$ cat src/rtl/crc_arr_pkg.sv
package crc_arr_pkg;

    localparam int CRC_W   = 16;
    localparam int CHR_W   = 8;

    typedef enum logic [1:0] {
        LEN_S  = 2'd0,
        LEN_M  = 2'd1,
        LEN_L  = 2'd2,
        LEN_LX = 2'd3
    } chr_len_e;

    typedef struct packed {
        logic [CRC_W-1:0] poly;
        logic [CRC_W-1:0] rem;
        logic [CHR_W-1:0] chr;
        chr_len_e         len;
    } crc_op_t;

    // Active character bits for a length code, given the widest character.
    function automatic int unsigned len_code_bits(chr_len_e l, int unsigned full);
        case (l)
            LEN_S:   return full - 2;
            LEN_M:   return full - 1;
            default: return full;
        endcase
    endfunction

endpackage

$ cat src/rtl/crc_chr_align.sv
// Masks the bits above the selected length and moves the character up
// so that its first bit meets the top of the remainder.
module crc_chr_align
    import crc_arr_pkg::*;
#(
    parameter int CHR_W = crc_arr_pkg::CHR_W
) (
    input  logic [CHR_W-1:0] chr_i,
    input  chr_len_e         len_i,
    output logic [CHR_W-1:0] chr_o
);
    int unsigned        nb;
    logic [CHR_W-1:0]   masked;

    always_comb begin
        nb     = len_code_bits(len_i, CHR_W);
        masked = chr_i & ~({CHR_W{1'b1}} << nb);
        chr_o  = masked << (CHR_W - nb);
    end
endmodule

$ cat src/rtl/crc_cell_row.sv
// One row of the grid: each cell passes its diagonal neighbour through,
// flipped when both its tap and the row feedback are set.
module crc_cell_row #(
    parameter int W = crc_arr_pkg::CRC_W
) (
    input  logic [W-1:0] st_i,
    input  logic [W-1:0] poly_i,
    output logic [W-1:0] st_o
);
    logic fb;
    assign fb = st_i[W-1];

    for (genvar m = 0; m < W; m++) begin : g_cell
        logic diag;
        if (m == 0) begin : g_edge
            assign diag = 1'b0;
        end else begin : g_inner
            assign diag = st_i[m-1];
        end
        assign st_o[m] = diag ^ (poly_i[m] & fb);
    end
endmodule

$ cat src/rtl/crc_cell_grid.sv
// Injects the aligned character into the remainder and chains one row per bit.
module crc_cell_grid #(
    parameter int CRC_W = crc_arr_pkg::CRC_W,
    parameter int CHR_W = crc_arr_pkg::CHR_W
) (
    input  logic [CRC_W-1:0]             poly_i,
    input  logic [CRC_W-1:0]             rem_i,
    input  logic [CHR_W-1:0]             chr_i,
    output logic [CHR_W-1:0][CRC_W-1:0]  rows_o
);
    localparam int OFS = CRC_W - CHR_W;

    logic [CRC_W-1:0] seed;
    assign seed = rem_i ^ {chr_i, {OFS{1'b0}}};

    for (genvar r = 0; r < CHR_W; r++) begin : g_row
        if (r == 0) begin : g_first
            crc_cell_row #(.W(CRC_W)) i_row (
                .st_i   (seed),
                .poly_i (poly_i),
                .st_o   (rows_o[r])
            );
        end else begin : g_next
            crc_cell_row #(.W(CRC_W)) i_row (
                .st_i   (rows_o[r-1]),
                .poly_i (poly_i),
                .st_o   (rows_o[r])
            );
        end
    end
endmodule

$ cat src/rtl/crc_row_pick.sv
// AND-OR assembler: gates every row with its select and merges the gated rows.
module crc_row_pick
    import crc_arr_pkg::*;
#(
    parameter int CRC_W = crc_arr_pkg::CRC_W,
    parameter int CHR_W = crc_arr_pkg::CHR_W
) (
    input  logic [CHR_W-1:0][CRC_W-1:0] rows_i,
    input  chr_len_e                    len_i,
    output logic [CRC_W-1:0]            crc_o
);
    logic [CHR_W-1:0]             sel;
    logic [CHR_W-1:0][CRC_W-1:0]  gated;

    always_comb begin
        sel = '0;
        sel[len_code_bits(len_i, CHR_W) - 1] = 1'b1;
    end

    for (genvar r = 0; r < CHR_W; r++) begin : g_gate
        assign gated[r] = rows_i[r] & {CRC_W{sel[r]}};
    end

    always_comb begin
        crc_o = '0;
        for (int r = 0; r < CHR_W; r++) crc_o |= gated[r];
    end
endmodule

$ cat src/rtl/crc_array_unit.sv
module crc_array_unit
    import crc_arr_pkg::*;
(
    input  logic              clk,
    input  logic              rst,
    input  logic              ld_i,
    input  logic [CRC_W-1:0]  poly_i,
    input  logic [CRC_W-1:0]  crc_i,
    input  logic [CHR_W-1:0]  chr_i,
    input  logic [1:0]        len_i,
    output logic [CRC_W-1:0]  crc_o,
    output logic              vld_o
);
    crc_op_t                     op_q;
    logic                        ld_q;
    logic [CHR_W-1:0]            chr_al;
    logic [CHR_W-1:0][CRC_W-1:0] rows;
    logic [CRC_W-1:0]            picked;

    always_ff @(posedge clk) begin
        if (rst) begin
            op_q <= '0;
            ld_q <= 1'b0;
        end else begin
            ld_q <= ld_i;
            if (ld_i) begin
                op_q.poly <= poly_i;
                op_q.rem  <= crc_i;
                op_q.chr  <= chr_i;
                op_q.len  <= chr_len_e'(len_i);
            end
        end
    end

    crc_chr_align #(.CHR_W(CHR_W)) i_align (
        .chr_i (op_q.chr),
        .len_i (op_q.len),
        .chr_o (chr_al)
    );

    crc_cell_grid #(.CRC_W(CRC_W), .CHR_W(CHR_W)) i_grid (
        .poly_i (op_q.poly),
        .rem_i  (op_q.rem),
        .chr_i  (chr_al),
        .rows_o (rows)
    );

    crc_row_pick #(.CRC_W(CRC_W), .CHR_W(CHR_W)) i_pick (
        .rows_i (rows),
        .len_i  (op_q.len),
        .crc_o  (picked)
    );

    always_ff @(posedge clk) begin
        if (rst) begin
            crc_o <= '0;
            vld_o <= 1'b0;
        end else begin
            vld_o <= ld_q;
            if (ld_q) crc_o <= picked;
        end
    end

    p_vld_after_ld_r2: assert property (@(posedge clk) disable iff (rst)
        ld_i |=> ##1 vld_o);
    p_vld_only_ld_r2: assert property (@(posedge clk) disable iff (rst)
        !ld_i |=> ##1 !vld_o);
    p_hold_between_r3: assert property (@(posedge clk) disable iff (rst)
        !ld_q |=> $stable(crc_o));
    p_zero_in_zero_out_r11: assert property (@(posedge clk) disable iff (rst)
        (ld_i && crc_i == '0 && chr_i == '0) |=> ##1 (crc_o == '0));

endmodule

$ cat config.mk
export PLATFORM = sky130hd
export DESIGN_NAME = crc_array_unit
export DESIGN_NICKNAME = d
export VERILOG_FILES = /design/src/rtl/crc_arr_pkg.sv /design/src/rtl/crc_chr_align.sv /design/src/rtl/crc_cell_row.sv /design/src/rtl/crc_cell_grid.sv /design/src/rtl/crc_row_pick.sv /design/src/rtl/crc_array_unit.sv
export SDC_FILE = /design/constraint.sdc
export NUM_CORES = 1
export LEC_CHECK = 0
export CAP_MARGIN = 30
export CORE_MARGIN = 5
export CORE_UTILIZATION = 28
export CTS_CLUSTER_DIAMETER = 120
export DETAILED_ROUTE_END_ITERATION = 7
export HOLD_SLACK_MARGIN = 0.05
export PLACE_DENSITY = 0.46
export RECOVER_POWER = 100
export SLEW_MARGIN = 20
export SYNTH_ARGS = -nofsm -noshare
export SYNTH_HDL_FRONTEND = slang
export SYNTH_HIERARCHICAL = 1
export SYNTH_SLANG_ARGS = --single-unit
$ cat constraint.sdc
create_clock -name clk -period 4.3 [get_ports clk]
set_input_delay 0.86 -clock clk [delete_from_list [all_inputs] [get_ports clk]]
set_output_delay 0.86 -clock clk [all_outputs]
set_load 0.01 [all_outputs]
==> results.sh, run 1 <==
export IMPL_status="finished with violations"
export IMPL_violations="max-capacitance violations, max-slew violations"
export IMPL_crit_path_end="crc_o[3]$_SDFFE_PP0P_"
export IMPL_setup_violations_final=0
export IMPL_die_w_um=138
export IMPL_cp_depth=23
export IMPL_die_y_um=138
export IMPL_yosysUniqueCellTypes=17
export IMPL_grt_pass1_wl_mm=17.6
export IMPL_fmaxAchievable_ghz=0.247
export IMPL_worst_pin_slew_ns=2.06
export IMPL_numCtsBuffers=9
export IMPL_cts_max_level=3
export IMPL_wl_met2_mm=4.36
export IMPL_synth_warnings=6
export IMPL_start_util_pct=28.2
export IMPL_powerDensity_mw_per_mm2=420
export IMPL_synth_area_sq_mm=0.00462
export IMPL_area_growth_syn_to_layout_pct=26.5
export IMPL_met1_length_mm=5.19
export IMPL_vias=3407
export IMPL_cpLargestDelayFamily="XOR/XNOR gates"
export IMPL_grt_antenna_before_repair=0
export IMPL_drc_errors=0
export IMPL_synth_largest_area_cell="dfxtp_1"
export IMPL_track_usage_pct=11.0
export IMPL_worst_slack_ns=0.257
export IMPL_highest_layer="met4"
export IMPL_ir_drop_mv=0.193
export IMPL_cp_num_buf_inv=3
export IMPL_endpoint_kind="flip-flop"
export IMPL_cp_arrival_ns=4.25
export IMPL_leakage_nw=2.25
export IMPL_hold_path_class="flip-flop to flip-flop"
export IMPL_die_area_sq_mm=0.0192
export IMPL_yosysSeqAreaShare_pct=26.0
export IMPL_viasPerCell=4.13
export IMPL_wl_met3_um=456
export IMPL_clk_path_buf_depth=2
export IMPL_drt_initial_drc_count=101
export IMPL_synthTopCellsByArea="dfxtp_1 26%, xnor2_1 23%, mux2i_1 17%"
export IMPL_ys_ff_latch=60
export IMPL_grt_overflow_total=0
export IMPL_layout_commonest_cell="xnor2_1"
export IMPL_r2r_end="crc_o[3]$_SDFFE_PP0P_"
export IMPL_grt_max_degree=37
export IMPL_crit_type="flip-flop to flip-flop"
export IMPL_final_core_util_pct=35.6
export IMPL_skew_ns=0.00750
export IMPL_top_level_ports=62
export IMPL_syn_avg_cell_area_sq_um=8.54
export IMPL_r2r_setup_slack_ns=0.26
export IMPL_drive_gt1_share_pct=17.1
export IMPL_reg2reg_from="op_q[0]$_SDFFE_PP0P_"
export IMPL_reg2reg_depth=23
export IMPL_ant_nets=0
export IMPL_nets=644
export IMPL_root_buffer="clkbuf_16"
export IMPL_wl_mm=10.2
export IMPL_cts_tree="built"
export IMPL_clk_pin_slew_ns=0.05
export IMPL_cp_slowest_cell="dfxtp_2"
export IMPL_dr_pass1_iters=4
export IMPL_core_sq_mm=0.0164
export IMPL_insertion_delay_ns=0.33
export IMPL_maxSlewHeadroom_pct=-37.2
export IMPL_grt_pass1_vias=3406
export IMPL_antenna_cells=0
export IMPL_fin_crit_ns=4.04
export IMPL_path_cells="buf_4 -> mux2i_1 -> o21ai_1 -> xor2_2 -> xnor2_4 -> nand2_4 -> xnor2_4 -> nand2_4 -> xnor2_4 -> nand2_4 -> xnor2_2 -> buf_4 -> nand2_1 -> xnor2_2 -> xnor2_4 -> buf_12 -> xnor2_4 -> nand2_1 -> xnor2_1 -> nand2_1 -> o21ai_0 -> mux2i_1 -> nor2_1"
export IMPL_layout_common_cells="106 x xnor2_1, 104 x nand2_1, 80 x mux2i_1"
export IMPL_rows=47
export IMPL_crit_path_max_fanout=14
export IMPL_hold_violations=0
export IMPL_syn_nets=586
export IMPL_cp_required_ns=4.51
export IMPL_start_kind="flip-flop"
export IMPL_critical_path_startpoint="op_q[0]$_SDFFE_PP0P_"
export IMPL_slew_violations=31
export IMPL_synthCells=541
export IMPL_min_period_over_period_pct=94.0
export IMPL_wire_per_inst_um=12.4
export IMPL_hpwl_mm=7.93
export IMPL_cap_violations=1
export IMPL_place_ws_ns=-0.164
export IMPL_gp_congestion=0.753
export IMPL_cts_sinks=60
export IMPL_path_common_cell="xnor2_4"
export IMPL_yosys_area_top_type_share_pct=26.0
export IMPL_io_buffers=61
export IMPL_critPathMaxStageDelay_ns=0.32
-- synth_stat cells, drive strengths merged --
| cell type | instances |
|---|---|
| o21ai | 23 |
| buf | 31 |
| xor2 | 8 |
| xnor2 | 120 |
| nor2b | 2 |
| nor2 | 58 |
| nand2 | 144 |
| and2 | 9 |
| dfxtp | 60 |
| mux2i | 80 |
| clkbuf | 6 |
-- layout make-up --
class / count / area, sq um
clock buffers: 10 / 229
clock inverters: 6 / 88.8
fillers: 1653 / 10600
multi-input cells: 446 / 3250
flip-flops and latches: 60 / 1200
well taps: 220 / 275
repair buffers: 82 / 793
-- sequential cells by signal, summed over array words and instances, names as in the netlist --
name and cells:
ld_q 1, vld_o 1, op_q 42, crc_o 16
-- repair_timing --
action,CTS,global route
pin swaps,0,5
resized for setup,1,19
cloned,0,2
hold buffers,0,0
endpoints found under the setup margin,16,16
buffers inserted,0,1
endpoints found under the hold margin,0,0
-- stage by stage --
step | area, sq um | total power [mW] | hold slack, ns | TNS (ns) | instances
final | 5840 | 2.45 | 0.488 | 0 | 824
after global routing | 5840 | 2.62 | 0.535 | -0.483 | 824
after CTS | 5630 | 2.39 | 0.500 | 0 | 820
after detailed placement | 5300 | 1.59 | 0.485 | -1.52 | 804
after global placement | 5280 | 1.57 | 0.480 | -0.0460 | 803
after floorplan | 4730 | 1.52 | 0.460 | -0.250 | 541
-- kinds of logic after synthesis --
logic type	share of synthesized area [%]
AO/OA/AOI/OAI	2.49
XOR/XNOR	24.3
buffers and inverters	10.0
flip-flops	26.0
multiplexers	17.3
AND/OR/NAND/NOR	19.9
-- worst reg2reg max path, delay by kind of cell, from the launching register on --
family	cells	cell delay, ns
flops	1	0.32
buf+inv	3	0.56
mux	2	0.29
simple gates	7	0.59
compound gates	2	0.32
xor+xnor	9	1.83
-- worst min-delay path by stage --
stage	startpoint	to	slack, ns	depth (start not counted)
final	crc_o[7]$_SDFFE_PP0P_	crc_o[7]$_SDFFE_PP0P_	0.49	2
after global placement	crc_o[7]$_SDFFE_PP0P_	crc_o[7]$_SDFFE_PP0P_	0.48	2
after global routing	crc_o[2]$_SDFFE_PP0P_	crc_o[2]$_SDFFE_PP0P_	0.53	2
after CTS	crc_o[11]$_SDFFE_PP0P_	crc_o[11]$_SDFFE_PP0P_	0.50	2
after detailed placement	crc_o[11]$_SDFFE_PP0P_	crc_o[11]$_SDFFE_PP0P_	0.49	2
after floorplan	op_q[9]$_SDFFE_PP0P_	op_q[9]$_SDFFE_PP0P_	0.46	2
-- report_power, final --
group | internal [mW] | total, mW | switching [mW]
clock network | 0.507 | 0.771 | 0.264
logic | 0.518 | 1.04 | 0.525
registers | 0.597 | 0.640 | 0.0431
total | 1.62 | 2.45 | 0.833
-- metal layers --
metal / GRT usage, % / vias to the layer above
met2: 16.2 / 52
li1: - / 1828
met4: 3.59 / 0
met5: 0 / -
met1: 15.3 / 1516
met3: 3.35 / 11
Note: power is estimated with default switching activity, not from simulation.
==> run 2: changes to the inputs <==
--- a/config.mk
+++ b/config.mk
@@ -12,8 +12,6 @@
 export DETAILED_ROUTE_END_ITERATION = 7
 export HOLD_SLACK_MARGIN = 0.05
 export PLACE_DENSITY = 0.46
-export RECOVER_POWER = 100
-export SLEW_MARGIN = 20
 export SYNTH_ARGS = -nofsm -noshare
 export SYNTH_HDL_FRONTEND = slang
 export SYNTH_HIERARCHICAL = 1
==> run 2 against run 1 <==
Net effect: the run now ends clean; clock-buffer cell count stayed put; total power hardly changed; core utilization is 0.084 points lower; sequential power is 0.6% higher; fmax is 0.11% higher; sequential share of layout area hardly changed; clock power hardly changed; global-route usage stayed put; final area is 0.24% lower; worst hold slack better by 0.0042 ns; final cell count is 0.12% lower; critical endpoint is now crc_o[8]$_SDFFE_PP0P_; largest cell class unchanged.
==> results.sh, run 2 (synthesis gave the netlist of run 1 again) <==
export IMPL_final_core_util_pct=35.5
export IMPL_top_level_ports=62
export IMPL_layout_commonest_cell="xnor2_1"
export IMPL_cpLargestDelayFamily="XOR/XNOR gates"
export IMPL_n_fill_cell=1658
export IMPL_largestRegisters="op_q (42), crc_o (16)"
export IMPL_cts_tree="built"
export IMPL_crit_path_max_fanout=8
export IMPL_root_buffer="clkbuf_16"
export IMPL_cp_required_ns=4.50
export IMPL_fin_area_sq_mm=0.00583
export IMPL_insertion_delay_ns=0.33
export IMPL_cap_violations=0
export IMPL_clk_pin_slew_ns=0.05
export IMPL_critical_path_startpoint="op_q[0]$_SDFFE_PP0P_"
export IMPL_gp_congestion=0.753
export IMPL_drive_gt1_share_pct=17.4
export IMPL_hold_violations=0
export IMPL_worst_slack_ns=0.262
export IMPL_cp_slowest_cell="dfxtp_2"
export IMPL_cts_max_level=3
export IMPL_path_common_cell="xnor2_4"
export IMPL_nets=643
export IMPL_start_kind="flip-flop"
export IMPL_crit_type="flip-flop to flip-flop"
export IMPL_endpoint_kind="flip-flop"
export IMPL_largest_reg_flops=42
export IMPL_powerDensity_mw_per_mm2=421
export IMPL_clk_path_buf_depth=2
export IMPL_setup_violations_final=0
export IMPL_highest_layer="met4"
export IMPL_wl_met2_mm=4.34
export IMPL_reg2reg_depth=23
export IMPL_crit_path_end="crc_o[8]$_SDFFE_PP0P_"
export IMPL_layout_common_cells="106 x xnor2_1, 104 x nand2_1, 80 x mux2i_1"
export IMPL_fin_crit_ns=4.04
export IMPL_fmaxAchievable_ghz=0.248
export IMPL_area_growth_syn_to_layout_pct=26.2
export IMPL_place_ws_ns=-0.164
export IMPL_cp_num_buf_inv=2
export IMPL_cp_arrival_ns=4.24
export IMPL_ir_drop_mv=0.192
export IMPL_placed_area_sq_mm=0.00530
export IMPL_track_usage_pct=11.0
export IMPL_ant_nets=0
export IMPL_grt_antenna_before_repair=0
export IMPL_seqCellArea_sq_mm=0.00120
export IMPL_critPathMaxStageDelay_ns=0.32
export IMPL_skew_ns=0.00746
export IMPL_die_area_sq_mm=0.0192
export IMPL_grt_pass1_wl_mm=17.6
export IMPL_hpwl_mm=7.93
export IMPL_top_register="op_q"
export IMPL_grt_pass1_vias=3406
export IMPL_numCtsBuffers=9
export IMPL_viasPerCell=4.11
export IMPL_rows=47
export IMPL_grt_max_degree=37
export IMPL_antenna_cells=0
export IMPL_wl_met3_um=444
export IMPL_r2r_end="crc_o[8]$_SDFFE_PP0P_"
export IMPL_multiInputGateArea_sq_mm=0.00324
export IMPL_grt_overflow_total=0
export IMPL_slew_violations=0
export IMPL_die_w_um=138
export IMPL_worst_pin_slew_ns=0.954
export IMPL_cts_sinks=60
export IMPL_dr_pass1_iters=4
export IMPL_core_sq_mm=0.0164
export IMPL_reg2reg_from="op_q[0]$_SDFFE_PP0P_"
export IMPL_min_period_over_period_pct=93.9
export IMPL_hold_path_class="flip-flop to flip-flop"
export IMPL_r2r_setup_slack_ns=0.26
export IMPL_drc_errors=0
export IMPL_maxSlewHeadroom_pct=36.3
export IMPL_leakage_nw=2.20
export IMPL_drt_initial_drc_count=96
export IMPL_start_util_pct=28.2
export IMPL_wire_per_inst_um=12.3
export IMPL_vias=3386
export IMPL_path_cells="buf_4 -> mux2i_1 -> o21ai_1 -> xor2_2 -> xnor2_4 -> nand2_4 -> xnor2_4 -> nand2_4 -> xnor2_2 -> nand2_4 -> xnor2_4 -> nand2_4 -> xnor2_4 -> nand2_1 -> xnor2_4 -> buf_12 -> xnor2_4 -> nand2_1 -> xnor2_1 -> nand2_1 -> o21ai_1 -> mux2i_1 -> nor2_1"
export IMPL_die_y_um=138
export IMPL_met1_length_mm=5.19
export IMPL_status="completed"
export IMPL_wl_mm=10.1
export IMPL_io_buffers=61
export IMPL_tns_ns=0
export IMPL_cp_depth=23
export IMPL_power_mw=2.45
[run 2: cell count changes in the layout (fill, tap and decap cells not counted), sizes merged]
cell | before | now
dlygate4sd3 | 17 | 0
clkbuf | 13 | 10
buf | 20 | 22
clkdlybuf4s50 | 42 | 59
[run 2: what timing repair did]
action	CTS	global route
pin swaps	0	2
endpoints found under the setup margin	16	16
gates cloned	0	2
hold buffers	0	0
gates resized for setup	1	19
buffers inserted	0	1
[run 2: through the flow]
stage,cells,hold slack (ns)
2_1_floorplan,541,0.460
3_3_place_gp,803,0.480
3_5_place_dp,804,0.485
4_1_cts,820,0.500
5_1_grt,823,0.541
6_report,823,0.492
[run 2: layout make-up]
class | count | share of cell area [%]
Multi-Input combinational cell | 446 | 55.6
Sequential cell | 60 | 20.7
Timing Repair Buffer | 81 | 13.6
Tap cell | 220 | 4.72
Clock buffer | 10 | 3.93
Clock inverter | 6 | 1.52
[run 2: how the worst min path moves through the flow]
stage / start / endpoint / depth (start not counted)
2_1_floorplan: op_q[9]$_SDFFE_PP0P_ / op_q[9]$_SDFFE_PP0P_ / 2
3_3_place_gp: crc_o[7]$_SDFFE_PP0P_ / crc_o[7]$_SDFFE_PP0P_ / 2
3_5_place_dp: crc_o[11]$_SDFFE_PP0P_ / crc_o[11]$_SDFFE_PP0P_ / 2
4_1_cts: crc_o[11]$_SDFFE_PP0P_ / crc_o[11]$_SDFFE_PP0P_ / 2
5_1_grt: crc_o[2]$_SDFFE_PP0P_ / crc_o[2]$_SDFFE_PP0P_ / 2
6_report: crc_o[7]$_SDFFE_PP0P_ / crc_o[7]$_SDFFE_PP0P_ / 2
[run 2: tightest hold or removal path: stages (launching register included)]
cell and delay, ns:
dfxtp_1 0.32, mux2i_1 0.06, nor2_1 0.07
[run 2: report_power, final]
part / internal (mW) / switching (mW) / leakage [nW]
registers: 0.597 / 0.0466 / 0.494
clock network: 0.507 / 0.264 / 0.149
logic: 0.521 / 0.518 / 1.56
[run 2: routing by layer]
layer	vias up	track usage (%)
met5	-	0
li1	1824	-
met2	52	16.2
met3	9	3.35
met4	0	3.59
met1	1501	15.3
==> run 3: changes to the inputs <==
--- a/config.mk
+++ b/config.mk
@@ -8,11 +8,13 @@
 export CAP_MARGIN = 30
 export CORE_MARGIN = 5
 export CORE_UTILIZATION = 28
+export CTS_BUF_LIST = sky130_fd_sc_hd__clkbuf_8
 export CTS_CLUSTER_DIAMETER = 120
 export DETAILED_ROUTE_END_ITERATION = 7
-export HOLD_SLACK_MARGIN = 0.05
+export HOLD_SLACK_MARGIN = 0.08
 export PLACE_DENSITY = 0.46
 export SYNTH_ARGS = -nofsm -noshare
 export SYNTH_HDL_FRONTEND = slang
 export SYNTH_HIERARCHICAL = 1
 export SYNTH_SLANG_ARGS = --single-unit
+export TNS_END_PERCENT = 5
==> run 3 against run 2 <==
Net effect: clock skew increased by 0.0050 ns; non-clock buffer count increased by 3; sequential share of layout area increased by 0.17 points; via count increased by 1.4%; critical endpoint is now crc_o[2]$_SDFFE_PP0P_.
==> results.sh, run 3 (synthesis gave the netlist of run 1 again) <==
export IMPL_slew_violations=0
export IMPL_comb_power_share_pct=49.4
export IMPL_wire_per_inst_um=12.5
export IMPL_clk_pin_slew_ns=0.08
export IMPL_worst_slack_ns=0.279
export IMPL_grt_antenna_before_repair=0
export IMPL_skew_ns=0.0125
export IMPL_sw_frac_of_total_pct=38.0
export IMPL_n_fill_cell=1670
export IMPL_drive_gt1_share_pct=18.5
export IMPL_hpwl_mm=7.96
export IMPL_p_clk_share_pct=21.6
export IMPL_dr_pass1_iters=4
export IMPL_viasPerCell=4.16
export IMPL_cap_violations=0
export IMPL_start_util_pct=28.2
export IMPL_grt_pass1_vias=3510
export IMPL_numCtsBuffers=9
export IMPL_hold_path_class="flip-flop to flip-flop"
export IMPL_place_ws_ns=-0.174
export IMPL_nets=646
export IMPL_min_period_over_period_pct=93.5
export IMPL_worstHoldPathCells=2
export IMPL_antenna_cells=0
export IMPL_placed_area_sq_mm=0.00530
export IMPL_power_mw=2.20
export IMPL_drt_initial_drc_count=100
export IMPL_seqCellArea_sq_mm=0.00120
export IMPL_layout_common_cells="104 x nand2_1, 104 x xnor2_1, 80 x mux2i_1"
export IMPL_cp_required_ns=4.53
export IMPL_insertion_delay_ns=0.37
export IMPL_die_w_um=138
export IMPL_die_area_sq_mm=0.0192
export IMPL_fmaxAchievable_ghz=0.249
export IMPL_fin_crit_ns=4.02
export IMPL_vias=3434
export IMPL_status="completed"
export IMPL_worst_pin_slew_ns=0.855
export IMPL_endpoint_kind="flip-flop"
export IMPL_track_usage_pct=11.0
export IMPL_largestRegisters="op_q (42), crc_o (16)"
export IMPL_cts_sinks=60
export IMPL_ir_drop_mv=0.163
export IMPL_reg2reg_depth=23
export IMPL_multiInputGateArea_sq_mm=0.00327
export IMPL_crit_type="flip-flop to flip-flop"
export IMPL_cts_tree="built"
export IMPL_cts_hold_fix_buffers=0
export IMPL_ant_nets=0
export IMPL_p_int_mw=1.37
export IMPL_setup_violations_final=0
export IMPL_grt_pass1_wl_mm=17.7
export IMPL_drc_errors=0
export IMPL_maxSlewHeadroom_pct=43.0
export IMPL_seqPwrFrac_pct=29.1
export IMPL_top_register="op_q"
export IMPL_largest_reg_flops=42
export IMPL_die_y_um=138
export IMPL_wl_mm=10.3
export IMPL_grt_overflow_total=0
export IMPL_io_buffers=61
export IMPL_fin_area_sq_mm=0.00578
export IMPL_clk_path_buf_depth=2
export IMPL_cts_max_level=3
export IMPL_start_kind="flip-flop"
export IMPL_area_growth_syn_to_layout_pct=25.2
export IMPL_crit_path_max_fanout=14
export IMPL_cp_arrival_ns=4.25
export IMPL_leakage_nw=2.18
export IMPL_grt_max_degree=34
export IMPL_p_sw_mw=0.837
export IMPL_top_level_ports=62
export IMPL_gp_congestion=0.756
export IMPL_tns_ns=0
export IMPL_rows=47
export IMPL_powerDensity_mw_per_mm2=381
export IMPL_core_sq_mm=0.0164
export IMPL_hold_violations=0
export IMPL_root_buffer="clkbuf_8"
## run 3: cell count changes in the layout (fill, tap and decap cells not counted), moves of 2 or more
cell       change
xnor2_1        -2
inv_6          +3
clkbuf_8       +9
clkbuf_16      -9
bufinv_16      -2
## run 3: repair_timing
item / in CTS / in global routing
gates resized for setup: 1 / 24
endpoints found under the setup margin: 16 / 16
setup buffers: 0 / 3
cloned: 0 / 2
hold endpoints to repair: 0 / 0
pin swaps: 0 / 8
## run 3: path summary, 6_finish.rpt
| kind | start | end | slack [ns] |
|---|---|---|---|
| setup reg to reg | op_q[8]$_SDFFE_PP0P_ | crc_o[2]$_SDFFE_PP0P_ | 0.28 |
| hold / removal | crc_o[4]$_SDFFE_PP0P_ | crc_o[4]$_SDFFE_PP0P_ | 0.49 |
| setup / recovery | op_q[8]$_SDFFE_PP0P_ | crc_o[2]$_SDFFE_PP0P_ | 0.28 |
| hold reg to reg | crc_o[4]$_SDFFE_PP0P_ | crc_o[4]$_SDFFE_PP0P_ | 0.49 |
## run 3: power groups by stage
stage / logic [mW] / registers (mW) / clock network, mW
finish: 1.09 / 0.640 / 0.475
global route: 1.19 / 0.649 / 0.528
CTS: 0.942 / 0.645 / 0.507
detailed placement: 0.932 / 0.657 / 0
global placement: 0.915 / 0.658 / 0
floorplan: 0.872 / 0.653 / 0
## run 3: metrics by stage
step                      util, %  std cells  hold slack [ns]
after floorplan                 -        541            0.460
after global routing         35.2        826            0.543
after detailed placement     32.3        804            0.483
after global placement       32.2        803            0.479
final                        35.2        826            0.493
after CTS                    33.5        820            0.501
## run 3: metal layers
metal / up-vias / routed length, um / track usage (%)
li1: 1830 / - / -
met3: 13 / 439 / 3.07
met5: - / 0 / 0
met1: 1536 / 5150 / 15.1
met4: 0 / 165 / 4.42
met2: 55 / 4550 / 16.4
## run 3: final cells by class
type / instances / area share, %
multi-input cells: 446 / 56.6
flip-flops and latches: 60 / 20.8
repair buffers: 84 / 14.7
well taps: 220 / 4.76
clock inverters: 7 / 1.02
clock buffers: 9 / 2.14
## run 3: critical path: stages (launching register included)
cell and delay, ns:
dfxtp_1 0.37, mux2i_1 0.08, o21ai_1 0.21, xor2_2 0.26, nand2_4 0.10, xnor2_4 0.22
nand2_4 0.09, xnor2_4 0.22, nand2_4 0.09, xnor2_4 0.23, nand2_4 0.09, xnor2_4 0.22
buf_6 0.19, nand2_1 0.10, xnor2_2 0.28, xnor2_4 0.11, buf_12 0.14, xnor2_2 0.26
nand2_1 0.11, xnor2_1 0.14, nand2_1 0.06, o21ai_0 0.09, mux2i_1 0.15, nor2_1 0.05
